**config.mk**
```make
export PLATFORM = sky130hd
export DESIGN_NAME = dram_cycle_decoder
export DESIGN_NICKNAME = d
export VERILOG_FILES = /design/src/rtl/dcd_pkg.sv /design/src/rtl/dcd_sync.sv /design/src/rtl/dcd_cell_array.sv /design/src/rtl/dcd_cycle_ctrl.sv /design/src/rtl/dram_cycle_decoder.sv
export SDC_FILE = /design/constraint.sdc
export NUM_CORES = 1
export LEC_CHECK = 0
export CAP_MARGIN = 5
export CORE_MARGIN = 2
export CORE_UTILIZATION = 56
export DETAILED_ROUTE_END_ITERATION = 8
export DONT_BUFFER_PORTS = 1
export PLACE_DENSITY_LB_ADDON = 0.2
export SYNTH_ARGS = -nofsm -noshare
export SYNTH_HDL_FRONTEND = slang
export SYNTH_SLANG_ARGS = --single-unit
```
**constraint.sdc**
```tcl
create_clock -name clk -period 2.3 [get_ports clk]
set_input_delay 0.23 -clock clk [delete_from_list [all_inputs] [get_ports clk]]
set_output_delay 0.23 -clock clk [all_outputs]
set_load 0.03 [all_outputs]
```
**src/rtl/dcd_pkg.sv**
```systemverilog
package dcd_pkg;
  typedef enum logic [2:0] {
    CYC_IDLE = 3'd0,
    CYC_READ = 3'd1,
    CYC_EWR  = 3'd2,
    CYC_DWR  = 3'd3,
    CYC_ROR  = 3'd4,
    CYC_CBR  = 3'd5
  } cyc_e;
endpackage

```
**src/rtl/dcd_sync.sv**
```systemverilog
module dcd_sync #(
  parameter int W = 1,
  parameter int STAGES = 2,
  parameter logic [W-1:0] RST_VAL = '0
) (
  input  logic         clk,
  input  logic         rst_n,
  input  logic [W-1:0] d_in,
  output logic [W-1:0] q
);
  logic [W-1:0] st [STAGES];

  generate
    for (genvar i = 0; i < STAGES; i++) begin : g_stage
      always_ff @(posedge clk or negedge rst_n) begin
        if (!rst_n) st[i] <= RST_VAL;
        else if (i == 0) st[i] <= d_in;
        else st[i] <= st[(i == 0) ? 0 : i-1];
      end
    end
  endgenerate

  assign q = st[STAGES-1];
endmodule

```
**src/rtl/dcd_cell_array.sv**
```systemverilog
module dcd_cell_array #(
  parameter int IDX_W = 6,
  parameter int DW = 4
) (
  input  logic             clk,
  input  logic             wr_en,
  input  logic [IDX_W-1:0] wr_idx,
  input  logic [DW-1:0]    wr_data,
  input  logic [IDX_W-1:0] rd_idx,
  output logic [DW-1:0]    rd_data
);
  localparam int DEPTH = 1 << IDX_W;
  logic [DW-1:0] cells [DEPTH];

  always_ff @(posedge clk) begin
    if (wr_en) cells[wr_idx] <= wr_data;
  end

  assign rd_data = cells[rd_idx];
endmodule

```
**src/rtl/dcd_cycle_ctrl.sv**
```systemverilog
module dcd_cycle_ctrl
  import dcd_pkg::*;
#(
  parameter int AW = 11,
  parameter int DW = 4
) (
  input  logic          clk,
  input  logic          rst_n,
  input  logic          s_ras,
  input  logic          s_cas,
  input  logic          s_we,
  input  logic [AW-1:0] s_addr,
  input  logic [DW-1:0] s_dq,
  output logic [AW-1:0] row_q,
  output logic [AW-1:0] col_q,
  output cyc_e          cyc_q,
  output logic          rd_p,
  output logic          wr_p,
  output logic          ref_p,
  output logic [AW-1:0] ref_row_q,
  output logic [DW-1:0] wr_data_q,
  output logic          data_valid
);
  logic          ras_prev, cas_prev, we_prev;
  logic          ras_fall, ras_rise, cas_fall, we_fall, cas_eff;
  logic          cas_pend, in_row, col_seen, early;
  logic [AW-1:0] ref_cnt;

  assign ras_fall = ras_prev & ~s_ras;
  assign ras_rise = ~ras_prev & s_ras;
  assign cas_fall = cas_prev & ~s_cas;
  assign we_fall  = we_prev & ~s_we;
  // a column fall sharing a sample with a row fall is replayed one cycle later
  assign cas_eff  = (cas_fall & ~ras_fall) | cas_pend;

  always_ff @(posedge clk or negedge rst_n) begin
    if (!rst_n) begin
      ras_prev   <= 1'b1;
      cas_prev   <= 1'b1;
      we_prev    <= 1'b1;
      cas_pend   <= 1'b0;
      in_row     <= 1'b0;
      col_seen   <= 1'b0;
      early      <= 1'b0;
      ref_cnt    <= '0;
      row_q      <= '0;
      col_q      <= '0;
      cyc_q      <= CYC_IDLE;
      rd_p       <= 1'b0;
      wr_p       <= 1'b0;
      ref_p      <= 1'b0;
      ref_row_q  <= '0;
      wr_data_q  <= '0;
      data_valid <= 1'b0;
    end else begin
      ras_prev <= s_ras;
      cas_prev <= s_cas;
      we_prev  <= s_we;
      rd_p     <= 1'b0;
      wr_p     <= 1'b0;
      ref_p    <= 1'b0;
      cas_pend <= cas_fall & ras_fall;

      if (rd_p) data_valid <= 1'b1;

      if (ras_fall) begin
        if (!cas_prev) begin
          ref_p     <= 1'b1;
          ref_row_q <= ref_cnt;
          ref_cnt   <= ref_cnt + 1'b1;
          cyc_q     <= CYC_CBR;
          in_row    <= 1'b0;
        end else begin
          in_row   <= 1'b1;
          col_seen <= 1'b0;
          row_q    <= s_addr;
        end
      end

      if (ras_rise) begin
        if (in_row && !col_seen) begin
          ref_p     <= 1'b1;
          ref_row_q <= row_q;
          cyc_q     <= CYC_ROR;
        end
        in_row <= 1'b0;
        early  <= 1'b0;
      end

      if (cas_eff && in_row && !s_ras) begin
        col_q    <= s_addr;
        col_seen <= 1'b1;
        if (!s_we) begin
          wr_p       <= 1'b1;
          wr_data_q  <= s_dq;
          early      <= 1'b1;
          cyc_q      <= CYC_EWR;
          data_valid <= 1'b0;
        end else begin
          rd_p  <= 1'b1;
          early <= 1'b0;
          cyc_q <= CYC_READ;
        end
      end

      if (we_fall && in_row && !s_ras && !s_cas && !cas_eff && !early) begin
        wr_p       <= 1'b1;
        wr_data_q  <= s_dq;
        cyc_q      <= CYC_DWR;
        data_valid <= 1'b0;
      end

      if (s_ras && s_cas) data_valid <= 1'b0;
    end
  end
endmodule

```
**src/rtl/dram_cycle_decoder.sv**
```systemverilog
module dram_cycle_decoder
  import dcd_pkg::*;
#(
  parameter int AW = 11,
  parameter int DW = 4,
  parameter int ROW_IDX_W = 3,
  parameter int COL_IDX_W = 3,
  parameter int SYNC_STAGES = 2
) (
  input  logic          clk,
  input  logic          rst_n,
  input  logic          ras_n,
  input  logic          cas_n,
  input  logic          we_n,
  input  logic          oe_n,
  input  logic [AW-1:0] addr,
  input  logic [DW-1:0] dq_in,
  output logic [DW-1:0] dq_out,
  output logic          dq_oe,
  output logic [AW-1:0] row_addr,
  output logic [AW-1:0] col_addr,
  output logic [2:0]    cyc_kind,
  output logic          rd_pulse,
  output logic          wr_pulse,
  output logic          ref_pulse,
  output logic [AW-1:0] ref_row
);
  localparam int IDX_W = ROW_IDX_W + COL_IDX_W;
  localparam int SW = 4 + AW + DW;

  logic [SW-1:0] raw_bus, s_bus;
  logic          ras_s, cas_s, we_s, oe_s;
  logic [AW-1:0] addr_s;
  logic [DW-1:0] dq_s, wr_data, rd_word;
  logic          data_valid;
  cyc_e          cyc;
  logic [IDX_W-1:0] wr_idx, rd_idx;

  assign raw_bus = {ras_n, cas_n, we_n, oe_n, addr, dq_in};

  dcd_sync #(
    .W(SW), .STAGES(SYNC_STAGES), .RST_VAL({4'b1111, {(AW+DW){1'b0}}})
  ) u_sync (
    .clk(clk), .rst_n(rst_n), .d_in(raw_bus), .q(s_bus)
  );

  assign {ras_s, cas_s, we_s, oe_s, addr_s, dq_s} = s_bus;

  dcd_cycle_ctrl #(.AW(AW), .DW(DW)) u_ctrl (
    .clk(clk), .rst_n(rst_n),
    .s_ras(ras_s), .s_cas(cas_s), .s_we(we_s),
    .s_addr(addr_s), .s_dq(dq_s),
    .row_q(row_addr), .col_q(col_addr), .cyc_q(cyc),
    .rd_p(rd_pulse), .wr_p(wr_pulse), .ref_p(ref_pulse),
    .ref_row_q(ref_row), .wr_data_q(wr_data), .data_valid(data_valid)
  );

  assign rd_idx = {row_addr[ROW_IDX_W-1:0], col_addr[COL_IDX_W-1:0]};
  assign wr_idx = rd_idx;

  dcd_cell_array #(.IDX_W(IDX_W), .DW(DW)) u_cells (
    .clk(clk), .wr_en(wr_pulse), .wr_idx(wr_idx), .wr_data(wr_data),
    .rd_idx(rd_idx), .rd_data(rd_word)
  );

  always_ff @(posedge clk or negedge rst_n) begin
    if (!rst_n) dq_out <= '0;
    else if (rd_pulse) dq_out <= rd_word;
  end

  assign dq_oe    = data_valid & ~oe_s;
  assign cyc_kind = cyc;
endmodule

```
==> results of run 1 <==
-- final timing paths --
check | slack [ns] | cells after the start | to
setup reg to reg | 0.02 | 7 | dq_out[0]
max in group asynchronous | 2.64 | 0 | u_sync.q[16]
setup / recovery | 0.02 | 7 | dq_out[0]
min in group clk | 0.26 | 1 | u_sync.st[37]
hold / removal | -0.58 | 0 | u_ctrl.row_q[7]
hold reg to reg | 0.35 | 0 | u_sync.q[7]
-- layout make-up --
| class | count | area (um^2) |
|---|---|---|
| sequential | 360 | 10310 |
| clock inverter | 12 | 106.4 |
| clock buffer | 50 | 1005 |
| timing repair buffer | 108 | 924.6 |
| fill | 1637 | 8152 |
| multi-input combinational | 429 | 3395 |
| inverter | 6 | 22.52 |
| tap | 324 | 405.4 |
-- layout by cell type, fill, tap and decap left out, types with 4 or more instances in the layout --
master         netlist  layout
mux2_2              40      40
buf_4                6      83
nand2_1             48      48
mux4_1               9       9
inv_1                4       4
a22oi_1             17      17
mux2i_1             36      33
o22ai_1              6       6
nand2b_1             8       8
a211oi_1             5       4
mux4_2              19      19
and3_1               5       5
clkbuf_16            0      37
a21oi_1             13      13
a221oi_2             3       6
a221oi_1            17      14
nand4_1              4       4
xnor2_1              7       7
edfxtp_1           256     256
nand3_1             15      15
a31oi_1             13      13
clkbuf_1            15      10
clkinv_1             0       5
dfstp_2             11      11
nand3b_1             5       5
dfrtp_1             93      90
clkinv_2             0       4
dlygate4sd3_1        0      19
o21ai_0              8       8
nor2_2               0       6
nor2b_1              8       7
nor2_1              97      91
buf_12               1       5
-- repair_timing --
action / in CTS / in global routing
endpoints found under the hold margin: 123 / 104
setup endpoints to repair: 2 / 35
resized for setup: 2 / 17
pin swaps: 0 / 1
-- metal layers --
metal | track usage | vias to the layer above | share of wire
li1 | - | 3424 | -
met1 | 0.3198 | 4011 | 0.38
met2 | 0.4073 | 397 | 0.49
met3 | 0.06163 | 87 | 0.087
met4 | 0.1055 | 0 | 0.038
met5 | 0 | - | 0
-- metrics by stage --
step / instance area [um^2] / hold WS [ns]
2_1_floorplan: 13900 / -0.06559
3_3_place_gp: 14790 / -0.06299
3_5_place_dp: 14790 / -0.06352
4_1_cts: 16100 / -0.5997
5_1_grt: 16170 / -0.5936
6_report: 16170 / -0.5787
-- report_power, final --
| part | leakage, nW | total [mW] | switching (mW) | internal (mW) |
|---|---|---|---|---|
| sequential | 3.57 | 8.69 | 0.843 | 7.85 |
| combinational | 1.71 | 3.93 | 2.29 | 1.64 |
| clock | 0.541 | 5.55 | 2.28 | 3.26 |
| total | 5.82 | 18.2 | 5.42 | 12.8 |
-- cell families (layout without fill, tap and decap cells) --
family          Yosys count  count (layout)  share of synthesized area
compound gates          109             109                    0.05888
xor+xnor                 10              10                   0.006302
fa+ha+maj                 3               3                   0.002701
buf+inv                  50             176                    0.01971
flops                   360             360                     0.7414
mux                     104             104                     0.1061
simple gates            203             203                    0.06491
-- state kept, by name (all words and copies together), names as in the netlist, 3 cells and up --
register and flops:
u_ctrl.cyc_q 3, u_ctrl.ref_row_q 11, u_cells.cells 256, u_ctrl.ref_cnt 11
dq_out 4, u_ctrl.wr_data_q 4, u_sync.st 19, u_ctrl.col_q 11
u_sync.q 19, u_ctrl.row_q 11
==> summary.md, run 1 <==
| Metric | Value |
|---|---|
| Outcome | `finished with violations` |
| Failing checks | `hold timing` |
| Worst-Skew Late Latency | `around 0.51 ns` |
| Vias | `between 7000 and 8000` |
| Die width | `roughly 160 um` |
| H-tree levels | `2` |
| Reg2reg start | `u_ctrl.col_q[2]` |
| Total power | `18.17 mW` |
| Layout cells sized above 1 | `0.2435` |
| Setup_tns | `0 ns` |
| Detailed Place HPWL | `20980 um` |
| CTS sink cnt | `360` |
| Die H | `161.5 um` |
| Synthesized area per cell | `16.57 um^2` |
| Vias in the first global route | `8353` |
| Initial antenna violation count | `0` |
| Layout area overhead | `16.33%` |
| Drt via density | `6.144` |
| CTS buffer count | `36` |
| Antenna cells | `0` |
| Total global routing track utilization | `0.2484` |
| Placer Congestion | `between 0.8 and 0.9` |
| Starting Density | `0.5715` |
| Hold slack | `-0.5787 ns` |
| Synthesized cell area | `approximately 0.014 mm^2` |
| Leakage | `approximately 5.8 nW` |
| Final Hold Viols | `104` |
| Most common library cells after synthesis | `256 x edfxtp_1, 97 x nor2_1, 93 x dfrtp_1` |
| Die ar. | `about 0.026 mm^2` |
| RSZ-0062 raised after global routing | `yes` |
| Max-slew violations | `0` |
| Max-capacitance violation count | `0` |
| Synth Warn # | `0` |
| Crit path buffers/inverters | `2` |
| I/O pin count | `65` |
| VDD IR max | `0.7499 mV` |
| Crit path max fanout | `24` |
| Core Util, Final | `0.6648` |
| Register area share after synthesis | `0.7414` |
| Final Skew | `0.01269 ns` |
| Post-synth top area share | `0.5531` |
| Post-Layout Cell Count | `1289` |
| Worst setup startpoint | `u_ctrl.col_q[2]` |
| Routed wire length | `about 32000 um` |
| Top_reg_cell synth | `edfxtp_1` |
| Congestion Overflow GR | `0` |
| Site Rows | `57` |
| Relative slew slack | `0.5014` |
| Yosys reg bits | `360` |
| Worst EP required | `2.69 ns` |
| Core area | `0.02432 mm^2` |
| WL per Instance | `24.46 um` |
| CP delay by family, top | `flip-flops` |
| Root Buffer | `clkbuf_16` |
| Pwr dens | `1124 mW/mm^2` |
| Mapped Nets | `around 860` |
| Placed cell count | `1208` |
| Cts hold-fix bufs | `19` |
| Cell breakdown of the critical path | `buf_12 -> buf_12 -> mux4_2 -> mux2i_4 -> o22ai_1 -> a211oi_1 -> a21oi_1` |
| Area leader, netlist | `edfxtp_1` |
| Count leader, synth | `edfxtp_1` |
| Crit start category | `flip-flop` |
| Worst slack, placed | `-0.02204 ns` |
| Final net count | `about 970` |
| Asr flop ratio synth | `0.2889` |
| Post-CTS setup buffer count | `0` |
| Worst Hold Class | `in -> async` |
| Fmax | `approximately 0.44 GHz` |
| Count of antenna-violating nets left after detailed routing | `0` |
| Pre-antenna DRT Iters | `5` |
| Max stage delay cell, worst path | `dfrtp_4` |
| Final setup viols | `0` |
| Crit share post-route | `0.9931` |
| Setup WS post-layout | `0.01586 ns` |
| Synth cell types | `slightly below 60` |
| CP most frequent cell | `buf_12` |
| WP data arrival | `~2.7 ns` |
| CP peak stage delay | `between 0.6 and 0.7 ns` |
| Period minus WS final | `~2.3 ns` |
| Largest net degree at the start of global routing | `about 110` |
| Clk slew on worst S/H paths | `0.06 ns` |
| Crit Path Class | `reg -> reg` |
| Number of flops mapped to enable cells by yosys | `256` |
| Syn Inst Count | `between 800 and 900` |
| Port bufs | `0` |
| Crit. End Element | `flip-flop` |
| Post-route DRC violation count | `0` |
| Global-route wire length before repair | `about 49000 um` |
| Iter 0 DRT Violations | `793` |
| Synth area leaders | `edfxtp_1 55%, dfrtp_1 17%, mux2_2 3.2%` |
| Slew of the pin with the lowest slew margin | `0.7478 ns` |
| CTS tree | `built` |
| CTS max path bufs | `3` |
(Power assumes the default switching activity.)
==> inputs of run 2 (changes only) <==
--- a/config.mk
+++ b/config.mk
@@ -5,11 +5,13 @@
 export SDC_FILE = /design/constraint.sdc
 export NUM_CORES = 1
 export LEC_CHECK = 0
+export ABC_CLOCK_PERIOD_IN_PS = 2300
+export BUFFER_PORTS_ARGS = -buffer_cell sky130_fd_sc_hd__buf_4
 export CAP_MARGIN = 5
 export CORE_MARGIN = 2
 export CORE_UTILIZATION = 56
 export DETAILED_ROUTE_END_ITERATION = 8
-export DONT_BUFFER_PORTS = 1
+export MAX_ROUTING_LAYER = met4
 export PLACE_DENSITY_LB_ADDON = 0.2
 export SYNTH_ARGS = -nofsm -noshare
 export SYNTH_HDL_FRONTEND = slang
==> run 2 against run 1 <==
Largest cell class unchanged. Utilization rose by 1.8 points. Sequential power fell by 4.7%. First-iteration DRC count fell by 11%. Critical path type unchanged. The flow now finishes without violations. Non-clock buffer count rose by 63. Routed wire length rose by 0.56%. Global-route usage rose by 0.90 points. Fmax rose by 1.4%. Worst setup slack improved by 0.031 ns. Clock skew fell by 0.0028 ns.
==> summary.md, run 2 (synthesized netlist as in run 1, its figures left out) <==
| Metric | Value |
|---|---|
| WL per Instance | `23.45 um` |
| Starting Density | `0.5715` |
| Reg-to-reg slack, setup | `0.05 ns` |
| Count of antenna-violating nets left after detailed routing | `0` |
| Die H | `161.5 um` |
| Setup WS post-layout | `0.04714 ns` |
| Die width | `161.5 um` |
| Crit path max fanout | `17` |
| Antenna cells | `0` |
| I/O pin count | `65` |
| Max-slew violations | `0` |
| Period minus WS final | `about 2.3 ns` |
| Vias in the first global route | `8499` |
| CTS sink cnt | `360` |
| Total global routing track utilization | `0.2574` |
| Site Rows | `57` |
| RSZ-0062 raised after global routing | `yes` |
| Fillcell total | `1579` |
| CTS tree | `built` |
| Worst slack, placed | `-0.08155 ns` |
| Core Util, Final | `0.6827` |
| Max-capacitance violation count | `0` |
| Most frequent cells in the layout | `256 x edfxtp_1, 143 x buf_4, 95 x nor2_1` |
| Iter 0 DRT Violations | `706` |
| Crit Path Class | `reg -> reg` |
| Largest net degree at the start of global routing | `between 60 and 70` |
| Final net count | `between 1000 and 1500` |
| Vias | `8165` |
| Pre-antenna DRT Iters | `5` |
| Global-route wire length before repair | `49190 um` |
| Placed cell count | `1264` |
| Crit. End Element | `flip-flop` |
| Routed wire length | `31700 um` |
| Outcome | `finished, final reports clean` |
| CTS max path bufs | `3` |
| Die ar. | `~0.026 mm^2` |
| Layout cells sized above 1 | `0.2763` |
| Worst-Skew Late Latency | `0.52 ns` |
| Congestion Overflow GR | `0` |
| Slew of the pin with the lowest slew margin | `between 0.6 and 0.7 ns` |
| Root Buffer | `clkbuf_16` |
| Post-route DRC violation count | `0` |
| WP data arrival | `2.67 ns` |
| Detailed Place HPWL | `21060 um` |
| Final setup viols | `0` |
| Crit share post-route | `0.9795` |
| Pwr dens | `between 1000 and 1500 mW/mm^2` |
| Layout area overhead | `19.46%` |
| Drt via density | `approximately 6.0` |
| Fmax | `0.4439 GHz` |
| Total power | `18.53 mW` |
| Worst Reg2Reg Path Length in Cells | `7` |
| Core area | `around 0.024 mm^2` |
| H-tree levels | `2` |
| Final Skew | `between 0.009 and 0.01 ns` |
| Port bufs | `64` |
| Initial antenna violation count | `0` |
| Post-Layout Cell Count | `1352` |
| Worst EP required | `2.72 ns` |
| Placer Congestion | `0.9127` |
| Leakage | `between 6 and 7 nW` |
| Relative slew slack | `0.5453` |
| Hold slack | `0.2705 ns` |
| Most common cell after layout, fill and taps aside | `edfxtp_1` |
| Worst Hold Class | `in -> async` |
| R2R Path End | `dq_out[3]` |
| Reg2reg start | `u_ctrl.col_q[0]` |
| Largest Register | `u_cells.cells` |
| Clk slew on worst S/H paths | `0.06 ns` |
| Crit start category | `flip-flop` |
| CTS buffer count | `35` |
| VDD IR max | `0.8046 mV` |
| Max reg flops | `256` |
| Final Hold Viols | `0` |
-- run 2: cell count changes in the layout (fill, tap and decap cells not counted), moves of 3 or more --
cell and change:
buf_4 +60, clkbuf_8 -3, nor2_2 -4, nor2_1 +4, mux2i_1 +3
-- run 2: worst max-delay path: stages, from the launching register on --
cell and delay (ns):
dfrtp_4 0.59, buf_4 0.19, buf_4 0.17, nor2_2 0.30, a21oi_1 0.14, o221ai_1 0.39
a221oi_2 0.14, a41oi_1 0.21
-- run 2: area by class of cell --
| class | count | area (um^2) | share of cell area |
|---|---|---|---|
| repair buffers | 171 | 1425 | 0.08583 |
| clock buffers | 44 | 909.6 | 0.05479 |
| inverters | 6 | 22.52 | 0.001356 |
| clock inverters | 18 | 187.7 | 0.01130 |
| well taps | 324 | 405.4 | 0.02442 |
| multi-input cells | 429 | 3343 | 0.2014 |
| flip-flops and latches | 360 | 10310 | 0.6210 |
-- run 2: metal layers --
metal / track usage / wire length (um) / up-vias
li1: - / - / 3547
met1: 0.3493 / 13050 / 4138
met3: 0.04058 / 2249 / 80
met2: 0.4019 / 15380 / 400
met5: - / 0 / -
met4: 0.09416 / 1015 / 0
-- run 2: worst max path at each step --
stage	start	to	slack, ns	cells after the start
finish	u_ctrl.col_q[0]	dq_out[3]	0.05	7
global route	u_ctrl.col_q[0]	dq_out[1]	-0.02	6
floorplan	u_ctrl.col_q[0]	u_cells.cells[28][0]	0.19	6
global placement	u_ctrl.col_q[0]	dq_out[2]	-0.12	5
CTS	u_ctrl.col_q[0]	dq_out[3]	0.01	6
detailed placement	u_ctrl.col_q[0]	dq_out[2]	-0.08	5
-- run 2: per-stage QoR --
stage	area (um^2)	TNS, ns
global placement	15220	-0.1166
floorplan	13900	0
global route	16600	-0.02760
CTS	16520	0
detailed placement	15220	-0.1490
finish	16600	0
-- run 2: report_power, final --
| group | internal (mW) | total, mW | leakage, nW | switching [mW] |
|---|---|---|---|---|
| combinational | 1.90 | 4.72 | 2.03 | 2.83 |
| clock | 3.16 | 5.53 | 0.525 | 2.37 |
| sequential | 7.86 | 8.28 | 3.57 | 0.421 |
| total | 12.9 | 18.5 | 6.12 | 5.61 |
-- run 2: timing repair --
action	4_1_cts	5_1_grt
hold endpoints to repair	60	0
hold buffers	20	0
setup endpoints to repair	2	8
gates resized for setup	2	5
setup buffers	0	6
==> inputs of run 3 (changes only) <==
--- a/config.mk
+++ b/config.mk
@@ -9,7 +9,7 @@
 export BUFFER_PORTS_ARGS = -buffer_cell sky130_fd_sc_hd__buf_4
 export CAP_MARGIN = 5
 export CORE_MARGIN = 2
-export CORE_UTILIZATION = 56
+export CORE_UTILIZATION = 55
 export DETAILED_ROUTE_END_ITERATION = 8
 export MAX_ROUTING_LAYER = met4
 export PLACE_DENSITY_LB_ADDON = 0.2
==> run 3 against run 2 <==
Clock-buffer cell count down 1. Die area up 1.8%. Global-route usage down 0.33 points. Worst setup slack better by 0.063 ns. Via count down 1.2%. Critical endpoint is now dq_out[0]. Largest power group unchanged. Highest routed layer unchanged.
==> summary.md, run 3 (synthesized netlist as in run 1, its figures left out) <==
| Metric | Value |
|---|---|
| Outcome | `finished, final reports clean` |
| Relative slew slack | `0.5503` |
| Final Skew | `0.02277 ns` |
| Final net count | `1014` |
| Global-route wire length before repair | `between 40000 and 50000 um` |
| Largest net degree at the start of global routing | `between 60 and 70` |
| WL per Instance | `between 20 and 25 um` |
| CP delay by family, top | `compound AO/OA/AOI/OAI gates` |
| Root Buffer | `clkbuf_16` |
| Period minus WS final | `approximately 2.2 ns` |
| I/O pin count | `65` |
| Clock network power share | `0.310` |
| VDD IR max | `about 0.76 mV` |
| Die H | `163.0 um` |
| Placed instance area | `0.01510 mm^2` |
| Most common cell after layout, fill and taps aside | `edfxtp_1` |
| Crit. End Element | `flip-flop` |
| Pre-antenna DRT Iters | `5` |
| Post-route DRC violation count | `0` |
| Vias in the first global route | `8348` |
| RSZ-0062 raised after global routing | `no` |
| Max layer used | `met4` |
| Port bufs | `64` |
| Site Rows | `58` |
| Max stage delay cell, worst path | `dfrtp_2` |
| Starting Density | `0.5567` |
| Switch share | `0.2964` |
| Max-capacitance violation count | `0` |
| Initial antenna violation count | `0` |
| Routed wire length | `about 32000 um` |
| Placer Congestion | `0.9348` |
| Leakage | `6.082 nW` |
| Crit start category | `flip-flop` |
| Pint | `13.10 mW` |
| WP data arrival | `2.59 ns` |
| Max-slew violations | `0` |
| Total global routing track utilization | `0.2541` |
| CTS buffer count | `36` |
| Pwr dens | `1125 mW/mm^2` |
| CTS sink cnt | `360` |
| CTS tree | `built` |
| Slew of the pin with the lowest slew margin | `0.6746 ns` |
| Switching pwr | `5.520 mW` |
| Count of antenna-violating nets left after detailed routing | `0` |
| Die ar. | `0.02656 mm^2` |
| Die width | `163.0 um` |
| Iter 0 DRT Violations | `791` |
| Vias | `8069` |
| Layout cells sized above 1 | `0.2788` |
| Worst EP required | `2.69 ns` |
| Met3 WL | `2367 um` |
| Most frequent cells in the layout | `256 x edfxtp_1, 133 x buf_4, 90 x dfrtp_1` |
| Crit path max fanout | `39` |
| Final Hold Viols | `0` |
| Final setup viols | `0` |
| CTS max path bufs | `3` |
| Core area | `0.02496 mm^2` |
| Setup_tns | `0 ns` |
| Worst Hold Class | `in -> async` |
| Comb pwr share | `0.245` |
| Worst-Skew Late Latency | `0.51 ns` |
| H-tree levels | `2` |
| Fmax | `about 0.46 GHz` |
| Max reg flops | `roughly 260` |
| Clk slew on worst S/H paths | `0.06 ns` |
| Crit share post-route | `0.9522` |
| Cell area after layout | `0.01655 mm^2` |
| Antenna cells | `0` |
| Crit Path Class | `reg -> reg` |
| Largest Register | `u_cells.cells` |
| Metal1 wirelength | `12630 um` |
| Layout area overhead | `19.07%` |
| Congestion Overflow GR | `0` |
| Drt via density | `5.999` |
| CP peak stage delay | `0.43 ns` |
| Detailed Place HPWL | `20970 um` |
| Met2 WL | `15910 um` |
| Cell breakdown of the critical path | `buf_12 -> mux2_2 -> a221oi_1 -> o21ai_0 -> a221oi_2 -> a21oi_1` |
| Crit path buffers/inverters | `1` |
| Fillcell total | `1677` |
| Flop pwr share | `0.445` |
## run 3: cell count changes in the layout (fill, tap and decap cells not counted), moves of 2 or more
| cell | before | now |
|---|---|---|
| nor2_1 | 95 | 89 |
| clkbuf_1 | 9 | 5 |
| buf_12 | 7 | 4 |
| clkbuf_16 | 35 | 37 |
| buf_4 | 143 | 133 |
| clkinv_1 | 7 | 5 |
| inv_4 | 0 | 2 |
| clkinv_2 | 3 | 7 |
| clkinvlp_4 | 2 | 0 |
| nor2_2 | 2 | 8 |
## run 3: metrics by stage
step / total power [mW] / worst slack [ns] / hold slack [ns] / utilization / std cells
floorplan: 11.06 / 0.1885 / -0.06559 / - / 839
global placement: 12.72 / 0.07022 / 0.2583 / 0.6048 / 1256
detailed placement: 12.82 / 0.005340 / 0.2778 / 0.6048 / 1256
CTS: 18.59 / 0.04594 / 0.2737 / 0.6597 / 1339
global route: 19.30 / 0.001988 / 0.3231 / 0.6629 / 1345
finish: 18.62 / 0.1099 / 0.2696 / 0.6629 / 1345
## run 3: worst paths after layout
check / start / endpoint / slack [ns] / cells after the start
min: rst_n / u_ctrl.row_q[6] / 0.27 / 2
min in group clk: u_sync.st[20] / u_sync.q[1] / 0.35 / 0
max reg2reg: u_ctrl.col_q[1] / dq_out[0] / 0.11 / 6
max in group asynchronous: rst_n / u_ctrl.col_q[0] / 1.30 / 3
max: u_ctrl.col_q[1] / dq_out[0] / 0.11 / 6
min reg2reg: u_sync.st[20] / u_sync.q[1] / 0.35 / 0
## run 3: layout make-up
cell class              instances  area [um^2]  share of cell area
multi-input cells             429         3352              0.2026
inverters                       6        22.52            0.001361
repair buffers                157         1279             0.07727
well taps                     330        412.9             0.02495
clock inverters                20        211.5             0.01278
clock buffers                  43        958.4             0.05792
flip-flops and latches        360        10310              0.6232
## run 3: power by group through the flow
stage / Sequential (mW) / Clock [mW] / Combinational, mW
after floorplan: 8.90 / 0 / 2.17
after global placement: 8.39 / 0 / 4.33
after detailed placement: 8.40 / 0 / 4.42
after CTS: 8.29 / 5.84 / 4.47
after global routing: 8.33 / 6.13 / 4.84
final: 8.29 / 5.77 / 4.56
## run 3: what timing repair did
| action | CTS | global route |
|---|---|---|
| pin swaps | 0 | 0 |
| hold buffers | 20 | 0 |
| setup endpoints to repair | 1 | 54 |
| setup buffers | 0 | 6 |
| resized for setup | 1 | 12 |
| endpoints found under the hold margin | 65 | 0 |
## run 3: layer usage
layer,vias to the layer above,GRT usage
li1,3518,-
met1,4082,0.3270
met2,392,0.4128
met3,77,0.04813
met4,0,0.08488
met5,-,-
